### src/rtl/scan_pkg.sv
package scan_pkg;
  typedef enum logic [2:0] {
    ST_IDLE   = 3'd0,
    ST_BLANK  = 3'd1,
    ST_ARM    = 3'd2,
    ST_WAIT   = 3'd3,
    ST_SETTLE = 3'd4
  } scan_state_e;
endpackage

### src/rtl/scan_sync.sv
module scan_sync #(
  parameter int W      = 2,
  parameter int STAGES = 2
) (
  input  logic         clk,
  input  logic         rst_n,
  input  logic [W-1:0] d_async,
  output logic [W-1:0] q_sync
);
  genvar b;
  generate
    for (b = 0; b < W; b++) begin : g_bit
      logic [STAGES-1:0] chain_q;
      logic [STAGES-1:0] chain_d;
      always_comb begin
        chain_d = {chain_q[STAGES-2:0], d_async[b]};
      end
      always_ff @(posedge clk or negedge rst_n) begin
        if (!rst_n) chain_q <= '1;
        else        chain_q <= chain_d;
      end
      assign q_sync[b] = chain_q[STAGES-1];
    end
  endgenerate
endmodule

### src/rtl/scan_sel_decode.sv
module scan_sel_decode #(
  parameter int NUM_CH = 8,
  parameter int CH_W   = 3
) (
  input  logic [CH_W-1:0]   chan,
  input  logic              sel_on,
  output logic [NUM_CH-1:0] conv_n
);
  genvar i;
  generate
    for (i = 0; i < NUM_CH; i++) begin : g_line
      assign conv_n[i] = !(sel_on && (chan == CH_W'(i)));
    end
  endgenerate
endmodule

### src/rtl/scan_timer.sv
module scan_timer #(
  parameter int CNT_W = 8
) (
  input  logic             clk,
  input  logic             rst_n,
  input  logic             clr,
  input  logic             en,
  output logic [CNT_W-1:0] cnt
);
  logic [CNT_W-1:0] cnt_d;

  always_comb begin
    cnt_d = cnt;
    if (clr)     cnt_d = '0;
    else if (en) cnt_d = cnt + 1'b1;
  end

  always_ff @(posedge clk or negedge rst_n) begin
    if (!rst_n) cnt <= '0;
    else        cnt <= cnt_d;
  end
endmodule

### src/rtl/scan_fsm.sv
module scan_fsm
  import scan_pkg::*;
#(
  parameter int NUM_CH      = 8,
  parameter int CH_W        = 3,
  parameter int RES_W       = 10,
  parameter int GRP_SIZE    = 4,
  parameter int NUM_GRP     = 2,
  parameter int TIMEOUT_CYC = 8192,
  parameter int BLANK_CYC   = 256,
  parameter int SETTLE_CYC  = 64,
  parameter int CNT_W       = 14
) (
  input  logic               clk,
  input  logic               rst_n,
  input  logic               auto_en,
  input  logic               req_valid,
  input  logic [CH_W-1:0]    req_chan,
  output logic               req_ready,
  input  logic [NUM_GRP-1:0] grp_s,
  input  logic [RES_W-1:0]   bus_word,
  input  logic [CNT_W-1:0]   cnt,
  output logic               cnt_clr,
  output logic               cnt_en,
  output logic [CH_W-1:0]    sel_chan,
  output logic               sel_on,
  output logic               res_valid,
  output logic [RES_W-1:0]   res_data,
  output logic [CH_W-1:0]    res_chan,
  output logic               res_timeout
);
  localparam int GRP_SH = $clog2(GRP_SIZE);
  localparam int GRP_W  = (NUM_GRP > 1) ? $clog2(NUM_GRP) : 1;
  localparam logic [CNT_W-1:0] TMO_LAST    = CNT_W'(TIMEOUT_CYC - 1);
  localparam logic [CNT_W-1:0] BLANK_LAST  = CNT_W'(BLANK_CYC - 1);
  localparam logic [CNT_W-1:0] SETTLE_LAST = CNT_W'(SETTLE_CYC - 1);

  scan_state_e      state_q, state_d;
  logic [CH_W-1:0]  chan_q, chan_d;
  logic             sel_q, sel_d;
  logic             have_q, have_d;
  logic [CH_W-1:0]  ptr_q, ptr_d;
  logic             rv_q, rv_d;
  logic [RES_W-1:0] rd_q, rd_d;
  logic [CH_W-1:0]  rc_q, rc_d;
  logic             rt_q, rt_d;

  logic             go;
  logic [CH_W-1:0]  go_ch;
  logic [CH_W-1:0]  gidx_full;
  logic [GRP_W-1:0] gidx;
  logic             grp_line;
  logic             tmo_hit;

  assign gidx_full = chan_q >> GRP_SH;
  assign gidx      = gidx_full[GRP_W-1:0];
  assign grp_line  = grp_s[gidx];
  assign tmo_hit   = (cnt == TMO_LAST);

  // start selection: scan pointer in scan mode, else a handshake request
  always_comb begin
    go    = 1'b0;
    go_ch = ptr_q;
    ptr_d = ptr_q;
    if (state_q == ST_IDLE) begin
      if (auto_en) begin
        go    = 1'b1;
        go_ch = ptr_q;
        ptr_d = (ptr_q == CH_W'(NUM_CH - 1)) ? '0 : ptr_q + 1'b1;
      end else if (req_valid) begin
        go    = 1'b1;
        go_ch = req_chan;
      end
    end
  end

  always_comb begin
    state_d = state_q;
    chan_d  = chan_q;
    sel_d   = sel_q;
    have_d  = have_q;
    rv_d    = 1'b0;
    rd_d    = rd_q;
    rc_d    = rc_q;
    rt_d    = rt_q;
    cnt_clr = 1'b0;
    cnt_en  = 1'b0;
    unique case (state_q)
      ST_IDLE: begin
        if (go) begin
          chan_d  = go_ch;
          have_d  = 1'b1;
          cnt_clr = 1'b1;
          if (have_q && (go_ch == chan_q)) begin
            sel_d   = 1'b0;
            state_d = ST_BLANK;
          end else begin
            sel_d   = 1'b1;
            state_d = ST_ARM;
          end
        end
      end
      ST_BLANK: begin
        cnt_en = 1'b1;
        if (cnt == BLANK_LAST) begin
          sel_d   = 1'b1;
          cnt_clr = 1'b1;
          state_d = ST_ARM;
        end
      end
      ST_ARM, ST_WAIT: begin
        cnt_en = 1'b1;
        if (tmo_hit) begin
          rv_d    = 1'b1;
          rd_d    = '0;
          rc_d    = chan_q;
          rt_d    = 1'b1;
          sel_d   = 1'b0;
          state_d = ST_IDLE;
        end else if ((state_q == ST_ARM) && grp_line) begin
          state_d = ST_WAIT;
        end else if ((state_q == ST_WAIT) && !grp_line) begin
          cnt_clr = 1'b1;
          state_d = ST_SETTLE;
        end
      end
      ST_SETTLE: begin
        cnt_en = 1'b1;
        if (cnt == SETTLE_LAST) begin
          rv_d    = 1'b1;
          rd_d    = bus_word;
          rc_d    = chan_q;
          rt_d    = 1'b0;
          state_d = ST_IDLE;
        end
      end
      default: state_d = ST_IDLE;
    endcase
  end

  always_ff @(posedge clk or negedge rst_n) begin
    if (!rst_n) begin
      state_q <= ST_IDLE;
      chan_q  <= '0;
      sel_q   <= 1'b0;
      have_q  <= 1'b0;
      ptr_q   <= '0;
      rv_q    <= 1'b0;
      rd_q    <= '0;
      rc_q    <= '0;
      rt_q    <= 1'b0;
    end else begin
      state_q <= state_d;
      chan_q  <= chan_d;
      sel_q   <= sel_d;
      have_q  <= have_d;
      ptr_q   <= ptr_d;
      rv_q    <= rv_d;
      rd_q    <= rd_d;
      rc_q    <= rc_d;
      rt_q    <= rt_d;
    end
  end

  assign req_ready   = (state_q == ST_IDLE) && !auto_en;
  assign sel_chan    = chan_q;
  assign sel_on      = sel_q;
  assign res_valid   = rv_q;
  assign res_data    = rd_q;
  assign res_chan    = rc_q;
  assign res_timeout = rt_q;
endmodule

### src/rtl/mux_scan_ctrl.sv
module mux_scan_ctrl #(
  parameter int NUM_CH      = 8,
  parameter int GRP_SIZE    = 4,
  parameter int LO_W        = 8,
  parameter int HI_W        = 2,
  parameter int TIMEOUT_CYC = 8192,
  parameter int BLANK_CYC   = 256,
  parameter int SETTLE_CYC  = 64,
  parameter int SYNC_STAGES = 2,
  localparam int CH_W       = $clog2(NUM_CH),
  localparam int NUM_GRP    = NUM_CH / GRP_SIZE,
  localparam int RES_W      = LO_W + HI_W
) (
  input  logic               clk,
  input  logic               rst_n,
  input  logic               auto_en,
  input  logic               req_valid,
  input  logic [CH_W-1:0]    req_chan,
  output logic               req_ready,
  output logic [NUM_CH-1:0]  conv_n,
  input  logic [NUM_GRP-1:0] rdy_grp_n,
  input  logic [LO_W-1:0]    port_lo,
  input  logic [HI_W-1:0]    port_hi,
  output logic               res_valid,
  output logic [RES_W-1:0]   res_data,
  output logic [CH_W-1:0]    res_chan,
  output logic               res_timeout
);
  localparam int MAX_AB = (TIMEOUT_CYC > BLANK_CYC) ? TIMEOUT_CYC : BLANK_CYC;
  localparam int MAX_C  = (MAX_AB > SETTLE_CYC) ? MAX_AB : SETTLE_CYC;
  localparam int CNT_W  = $clog2(MAX_C + 1);

  logic [NUM_GRP-1:0] grp_s;
  logic [CNT_W-1:0]   cnt;
  logic               cnt_clr;
  logic               cnt_en;
  logic [CH_W-1:0]    sel_chan;
  logic               sel_on;
  logic [RES_W-1:0]   bus_word;

  assign bus_word = {port_hi, port_lo};

  scan_sync #(.W(NUM_GRP), .STAGES(SYNC_STAGES)) sync_i (
    .clk(clk), .rst_n(rst_n), .d_async(rdy_grp_n), .q_sync(grp_s)
  );

  scan_timer #(.CNT_W(CNT_W)) timer_i (
    .clk(clk), .rst_n(rst_n), .clr(cnt_clr), .en(cnt_en), .cnt(cnt)
  );

  scan_fsm #(
    .NUM_CH(NUM_CH), .CH_W(CH_W), .RES_W(RES_W), .GRP_SIZE(GRP_SIZE),
    .NUM_GRP(NUM_GRP), .TIMEOUT_CYC(TIMEOUT_CYC), .BLANK_CYC(BLANK_CYC),
    .SETTLE_CYC(SETTLE_CYC), .CNT_W(CNT_W)
  ) fsm_i (
    .clk(clk), .rst_n(rst_n), .auto_en(auto_en), .req_valid(req_valid),
    .req_chan(req_chan), .req_ready(req_ready), .grp_s(grp_s),
    .bus_word(bus_word), .cnt(cnt), .cnt_clr(cnt_clr), .cnt_en(cnt_en),
    .sel_chan(sel_chan), .sel_on(sel_on), .res_valid(res_valid),
    .res_data(res_data), .res_chan(res_chan), .res_timeout(res_timeout)
  );

  scan_sel_decode #(.NUM_CH(NUM_CH), .CH_W(CH_W)) dec_i (
    .chan(sel_chan), .sel_on(sel_on), .conv_n(conv_n)
  );
endmodule

### config.mk
export PLATFORM = sky130hd
export DESIGN_NAME = mux_scan_ctrl
export DESIGN_NICKNAME = d
export VERILOG_FILES = /design/src/rtl/scan_pkg.sv /design/src/rtl/scan_sync.sv /design/src/rtl/scan_sel_decode.sv /design/src/rtl/scan_timer.sv /design/src/rtl/scan_fsm.sv /design/src/rtl/mux_scan_ctrl.sv
export SDC_FILE = /design/constraint.sdc
export NUM_CORES = 1
export LEC_CHECK = 0
export BUFFER_PORTS_ARGS = -buffer_cell sky130_fd_sc_hd__buf_2
export CAP_MARGIN = 10
export CORE_ASPECT_RATIO = 1.1
export CORE_MARGIN = 5
export CORE_UTILIZATION = 55
export DETAILED_ROUTE_END_ITERATION = 10
export PLACE_DENSITY = 0.79
export SLEW_MARGIN = 30
export SYNTH_ARGS = -nofsm -noshare
export SYNTH_HDL_FRONTEND = slang
export SYNTH_SLANG_ARGS = --single-unit
### constraint.sdc
create_clock -name clk -period 2.8 [get_ports clk]
set_clock_uncertainty 0.2 [all_clocks]
set_input_delay 0.42 -clock clk [delete_from_list [all_inputs] [get_ports clk]]
set_output_delay 0.42 -clock clk [all_outputs]
set_load 0.005 [all_outputs]
==> results of run 1 <==
-- cell usage after synthesis (2+ instances only) --
library cell,count
nor3_1,4
nor4_1,6
clkbuf_1,11
dfstp_2,4
o21ai_0,10
nand2b_1,2
ha_1,3
a31oi_1,3
and4_1,2
o21ai_1,9
xnor2_1,11
or4_1,3
nand2_1,16
nand4b_1,7
nor2b_1,14
dfrtp_1,40
nor2_1,24
a21oi_1,4
o22ai_1,3
and2_1,2
buf_2,2
mux2_2,5
inv_1,15
xor2_1,2
a22oi_1,3
nand3_1,18
nand4_1,5
-- power groups by stage --
| stage | sequential, uW | combinational, uW | clock (uW) |
|---|---|---|---|
| after global placement | 941 | 772 | 0 |
| final | 934 | 779 | 477 |
| after global routing | 960 | 891 | 521 |
| after detailed placement | 946 | 786 | 0 |
| after CTS | 933 | 788 | 491 |
| after floorplan | 828 | 694 | 0 |
-- kinds of logic after synthesis --
kind of cell             after synthesis
adder cells (fa/ha/maj)                3
flip-flops                            44
AND/OR/NAND/NOR                      111
multiplexers                           7
XOR/XNOR                              13
buffers and inverters                 29
AO/OA/AOI/OAI                         39
-- what timing repair did --
action,CTS,global route
setup buffers,0,0
hold buffers,0,1
endpoints found under the hold margin,0,40
-- metal layers --
layer | part of all wire, % | vias up
met1 | 44 | 895
met3 | 4.7 | 6
met4 | 1.1 | 0
met5 | 0 | -
met2 | 50 | 41
li1 | - | 938
-- final timing paths --
kind	slack, ns	startpoint	end
setup / recovery	0.26	timer_i.cnt[9]	fsm_i.res_chan[1]
hold / removal	0.02	rdy_grp_n[1]	sync_i.g_bit[1].chain_q[0]
setup reg to reg	0.26	timer_i.cnt[9]	fsm_i.res_chan[1]
hold reg to reg	0.16	sync_i.g_bit[1].chain_q[0]	sync_i.g_bit[1].chain_q[1]
max in group asynchronous	1.57	rst_n	sync_i.g_bit[1].chain_q[1]
min in group asynchronous	0.45	rst_n	timer_i.cnt[5]
-- flip-flops by register name, summed over array words and instances, names as in the netlist, 3 cells and up --
| signal | cells |
|---|---|
| fsm_i.ptr_q | 3 |
| fsm_i.res_chan | 3 |
| fsm_i.res_data | 10 |
| fsm_i.sel_chan | 3 |
| fsm_i.state_q | 3 |
| sync_i.g_bit.chain_q | 4 |
| timer_i.cnt | 14 |
-- per-stage QoR --
| stage | instance area, um^2 | hold slack (ns) |
|---|---|---|
| finish | 2660 | 0.0159 |
| global route | 2660 | 0.000902 |
| CTS | 2650 | 0.00800 |
| detailed placement | 2540 | 0.151 |
| global placement | 2540 | 0.147 |
| floorplan | 2290 | -0.0756 |
-- cell type report --
class                           instances  area [um^2]  area share, %
Clock buffer                            5         68.8           2.59
Clock inverter                          3         42.5           1.60
Inverter                               15         56.3           2.12
Multi-Input combinational cell        173         1080           40.5
Sequential cell                        44         1110           41.6
Tap cell                               52         65.1           2.44
Timing Repair Buffer                   46          245           9.21
-- critical path, stage by stage, from the launching register on --
cell	delay, ns
dfrtp_1	0.44
or4_1	0.56
or4_4	0.51
or2_1	0.25
a21oi_2	0.15
mux2_1	0.33
==> flow_summary_export.csv, run 1 <==
group,metric,value,unit
layout,finalNonFillerCells,338,
power_and_ir_drop,power_switching,832,uW
yosys,synth_edf_count,0,
power_and_ir_drop,p_int,1360,uW
yosys,synth_top_family_by_area,"simple AND/OR/NAND/NOR gates",
power_and_ir_drop,switching_share,38.0,%
min_path,worst_hold_path.num_cells,1,
setup_path,startpoint_type,"flop",
sta,rsz0062_at_grt,"no",
power_and_ir_drop,power,2190,uW
detailed_routing,via_count,1880,
yosys,synth-seq-area-share,48.2,%
placed_design,dp_cells,329,
clock_network,htree_levels,2,
clock_network,cts_buffers,5,
sta,fin_crit_sh,90.7,%
global_routing,grt.met3_usage,4.26,%
placed_design,pre_cts_slack,0.267,ns
layout,syn_to_final_growth,16.0,%
yosys,synth_fa_ha_area_share,1.64,%
sta,slew-limit-headroom,63.3,%
layout,utilization,66.6,%
clock_network,clock-sinks,44,
clock_network,root_buffer,"clkbuf_8",
layout,layout_common_cells,"buf_2, dfrtp_1, nor2_1, nand3_1, nand2_1",
yosys,syn_area,2290,um^2
global_routing,grt_use_met2,31.9,%
power_and_ir_drop,p_leak,0.00114,uW
yosys,ys_seq_elements,44,
yosys,synth_fp_nets,268,
sta,fmax,0.394,GHz
placed_design,hpwl,3.53,mm
layout,final_common_cell,"buf_2",
clock_network,path_clk_slew,0.08,ns
detailed_routing,ant_nets,0,
setup_path,worstSetupEndpointType,"flop",
yosys,synth-main-ff-cell,"dfrtp_1",
setup_path,cp_max_fo,6,
floorplan,rows,24,
sta,finalHoldViolations,0,
setup_path,rr_worst_depth,5,
yosys,syn_inst,246,
detailed_routing,wl_per_cell,14.2,um
job,drv_cap,0,
yosys,yosys.area_share.simple,26.6,%
yosys,ys_async_sr_fraction,100,%
floorplan,fp.dieW,71.6,um
power_and_ir_drop,ir_drop,0.400,mV
power_and_ir_drop,clockPowerShare,21.8,%
power_and_ir_drop,seq_power_share,42.6,%
power_and_ir_drop,power_frac_comb,35.6,%
min_path,hold_class,"in2reg",
sta,fin_crit,2.54,ns
global_routing,grt_pass1_wl,8.45,mm
layout,fin_nets,307,
yosys,syn_avg_cell_area,9.33,um^2
detailed_routing,post-route-drc-count,0,
yosys,yosys.area.top_type_share,43.6,%
floorplan,core_area,3990,um^2
yosys,synth_xor_xnor_area_share,4.96,%
detailed_routing,firstDrtPassIters,4,
clock_network,clk_path_buf_depth,2,
sta,fin_tns_setup,0,ns
floorplan,io_pins,43,
global_routing,grt_max_degree,45,
setup_path,required,2.78,ns
layout,antenna-diode-count,0,
floorplan,start_util,57.5,%
floorplan,dieArea,5570,um^2
detailed_routing,wl,4.81,mm
clock_network,cts_resized,0,
placed_design,io_buffer_count,42,
yosys,synthMuxAreaShare,3.38,%
detailed_routing,drt_iter0_drc,73,
sta,worst_slew_pin_slew,0.550,ns
yosys,synth_compound_area_share,10.4,%
layout,drive_gt1_share,23.4,%
yosys,yosysTopAreaCell,"dfrtp_1",
setup_path,crit_type,"reg2reg",
layout,fillers,335,
yosys,ys_warn_count,0,
detailed_routing,vias_per_cell,5.56,
global_routing,use_met1,24.7,%
placed_design,gp_congestion,0.850,
global_routing,gr-total-overflow,0,
sta,layout_setup_ws,0.261,ns
sta,slew_viol_final,0,
clock_network,tritoncts,"yes",
global_routing,grt_pass1_vias,1856,
global_routing,busiest_layer,"met2",
sta,setup_viol,0,
global_routing,grt_usage,18.9,%
setup_path,worstPathArrival,2.52,ns
status,status,"completed",
global_routing,antenna_found_initial,0,
yosys,yosysUniqueCellTypes,45,
yosys,ys_top_cells_by_area,"dfrtp_1, dfstp_2, xnor2_1",
clock_network,clkLatencyLatePin,0.29,ns
power_and_ir_drop,p_per_area,823,nW/um^2
floorplan,die_y,77.7,um
Note: power is estimated with default switching activity, not from simulation.
==> inputs of run 2 (changes only) <==
--- a/config.mk
+++ b/config.mk
@@ -8,10 +8,9 @@
 export BUFFER_PORTS_ARGS = -buffer_cell sky130_fd_sc_hd__buf_2
 export CAP_MARGIN = 10
 export CORE_ASPECT_RATIO = 1.1
-export CORE_MARGIN = 5
-export CORE_UTILIZATION = 55
+export CORE_UTILIZATION = 50
 export DETAILED_ROUTE_END_ITERATION = 10
-export PLACE_DENSITY = 0.79
+export PLACE_DENSITY = 0.76
 export SLEW_MARGIN = 30
 export SYNTH_ARGS = -nofsm -noshare
 export SYNTH_HDL_FRONTEND = slang
==> constraint.sdc (replaced) <==
create_clock -name clk -period 2.28 [get_ports clk]
set_clock_uncertainty 0.2 [all_clocks]
set_input_delay 0.342 -clock clk [delete_from_list [all_inputs] [get_ports clk]]
set_output_delay 0.342 -clock clk [all_outputs]
set_load 0.005 [all_outputs]
==> flow_summary_export.csv, run 2 (synthesis results as in run 1) <==
group,metric,value,unit
placed_design,dp_cells,350,
placed_design,gp_congestion,0.860,
placed_design,hpwl,3.52,mm
job,drv_cap,0,
layout,layout_common_cells,"buf_2, dfrtp_1, nor2_1, buf_4, nand3_1",
detailed_routing,ant_nets,0,
floorplan,dieArea,4860,um^2
layout,top_register,"timer_i.cnt",
power_and_ir_drop,p_leak,0.00127,uW
global_routing,grt_pass1_wl,8.08,mm
global_routing,gr-total-overflow,0,
layout,utilization,66.5,%
setup_path,startpoint_type,"flop",
setup_path,rr_worst_depth,5,
power_and_ir_drop,ir_drop,0.471,mV
detailed_routing,wl,4.80,mm
layout,drive_gt1_share,30.1,%
layout,largest_register_ffs,14,
clock_network,clk_path_buf_depth,2,
status,status,"finished with violations",
layout,antenna-diode-count,0,
layout,fin_nets,330,
floorplan,die_y,73.1,um
clock_network,tritoncts,"yes",
sta,layout_setup_ws,-0.0862,ns
floorplan,start_util,52.8,%
sta,setup_viol,2,
global_routing,grt_pass1_vias,1801,
sta,worst_slew_pin_slew,0.600,ns
setup_path,worst-path-buf-inv,0,
placed_design,io_buffer_count,42,
global_routing,grt_usage,21.9,%
layout,syn_to_final_growth,26.0,%
clock_network,clkLatencyLatePin,0.30,ns
setup_path,crit_type,"reg2reg",
layout,finalNonFillerCells,363,
setup_path,cpPeakStageDelay,0.54,ns
sta,finalHoldViolations,0,
floorplan,rows,25,
sta,slew_viol_final,0,
floorplan,io_pins,43,
min_path,hold_class,"in2reg",
detailed_routing,wl_per_cell,13.2,um
sta,fin_tns_setup,-0.102,ns
floorplan,core_area,4350,um^2
global_routing,antenna_found_initial,0,
setup_path,path_cells,"or4_4, or4_4, or2_4, a21oi_4, mux2_4",
setup_path,crit_cells,5,
sta,fin_crit,2.37,ns
global_routing,grt_max_degree,28,
setup_path,worstPathArrival,2.36,ns
min_path,worst_hold_path.num_cells,3,
floorplan,fp.dieW,66.6,um
placed_design,pre_cts_slack,-0.123,ns
detailed_routing,drt_iter0_drc,150,
detailed_routing,post-route-drc-count,0,
status,violations,"setup timing",
sta,rsz0062_at_grt,"yes",
setup_path,required,2.28,ns
setup_path,crit_slowest_cell,"or4_4",
detailed_routing,firstDrtPassIters,4,
sta,slew-limit-headroom,60.0,%
setup_path,worstSetupEndpointType,"flop",
detailed_routing,via_count,2007,
clock_network,clock-sinks,44,
clock_network,cts_buffers,5,
setup_path,path_delay_family,"simple AND/OR/NAND/NOR gates",
sta,fmax,0.423,GHz
clock_network,htree_levels,2,
power_and_ir_drop,p_per_area,1010,nW/um^2
clock_network,path_clk_slew,0.09,ns
sta,fin_crit_sh,104,%
setup_path,crit_top_cell,"or4_4",
setup_path,cp_max_fo,3,
layout,final_common_cell,"buf_2",
detailed_routing,vias_per_cell,5.53,
clock_network,root_buffer,"clkbuf_8",
==> run 2: cell count changes in the layout (fill, tap and decap cells not counted), moves of 2 or more <==
cell           delta
buf_4            +18
clkinv_4          +2
dlygate4sd3_1     +2
nor4_1            -2
nor4_2            +2
==> run 2: worst register-to-register path: stages (launching register included) <==
cell     delay, ns
dfrtp_1       0.39
or4_4         0.54
or4_4         0.44
or2_4         0.26
a21oi_4       0.13
mux2_4        0.31
==> run 2: final timing paths <==
check | from | endpoint | slack, ns
hold reg to reg | sync_i.g_bit[1].chain_q[0] | sync_i.g_bit[1].chain_q[1] | 0.16
setup / recovery | timer_i.cnt[12] | fsm_i.res_chan[1] | -0.09
hold / removal | port_lo[4] | fsm_i.res_data[4] | 0.06
setup reg to reg | timer_i.cnt[12] | fsm_i.res_chan[1] | -0.09
max in group asynchronous | rst_n | sync_i.g_bit[0].chain_q[1] | 0.86
min in group asynchronous | rst_n | fsm_i.res_chan[1] | 0.37
==> run 2: what timing repair did <==
action | CTS | global route
endpoints found under the hold margin | 27 | 0
resized for setup | 3 | 5
pin swaps | 1 | 0
setup buffers | 2 | 0
hold buffers | 3 | 0
endpoints found under the setup margin | 11 | 15
==> run 2: power by group <==
part / internal, uW / leakage (uW) / switching (uW)
sequential: 915 / 0.000522 / 170
clock: 330 / 0.0000583 / 276
combinational: 574 / 0.000689 / 662
total: 1820 / 0.00127 / 1110
==> run 2: area by class of cell <==
cell class              count  area (um^2)
clock buffers               5         68.8
clock inverters             3         47.5
fillers                   359         1460
inverters                  15         56.3
multi-input cells         173         1110
flip-flops and latches     44         1110
well taps                  54         67.6
repair buffers             69          437
==> run 2: metrics by stage <==
step                power, uW  hold slack [ns]  cell area (um^2)
floorplan                1870           -0.154              2290
finish                   2930           0.0615              2890
detailed placement       2270            0.147              2700
global route             3160           0.0668              2890
global placement         2230            0.146              2700
CTS                      2900           0.0612              2870
==> run 2: layer usage <==
| layer | routed length (um) | up-vias | global-route usage (%) |
|---|---|---|---|
| li1 | - | 987 | - |
| met2 | 2420 | 49 | 35.9 |
| met4 | 80 | 0 | 8.98 |
| met5 | 0 | - | 0 |
| met3 | 205 | 8 | 4.84 |
| met1 | 2090 | 963 | 27.9 |
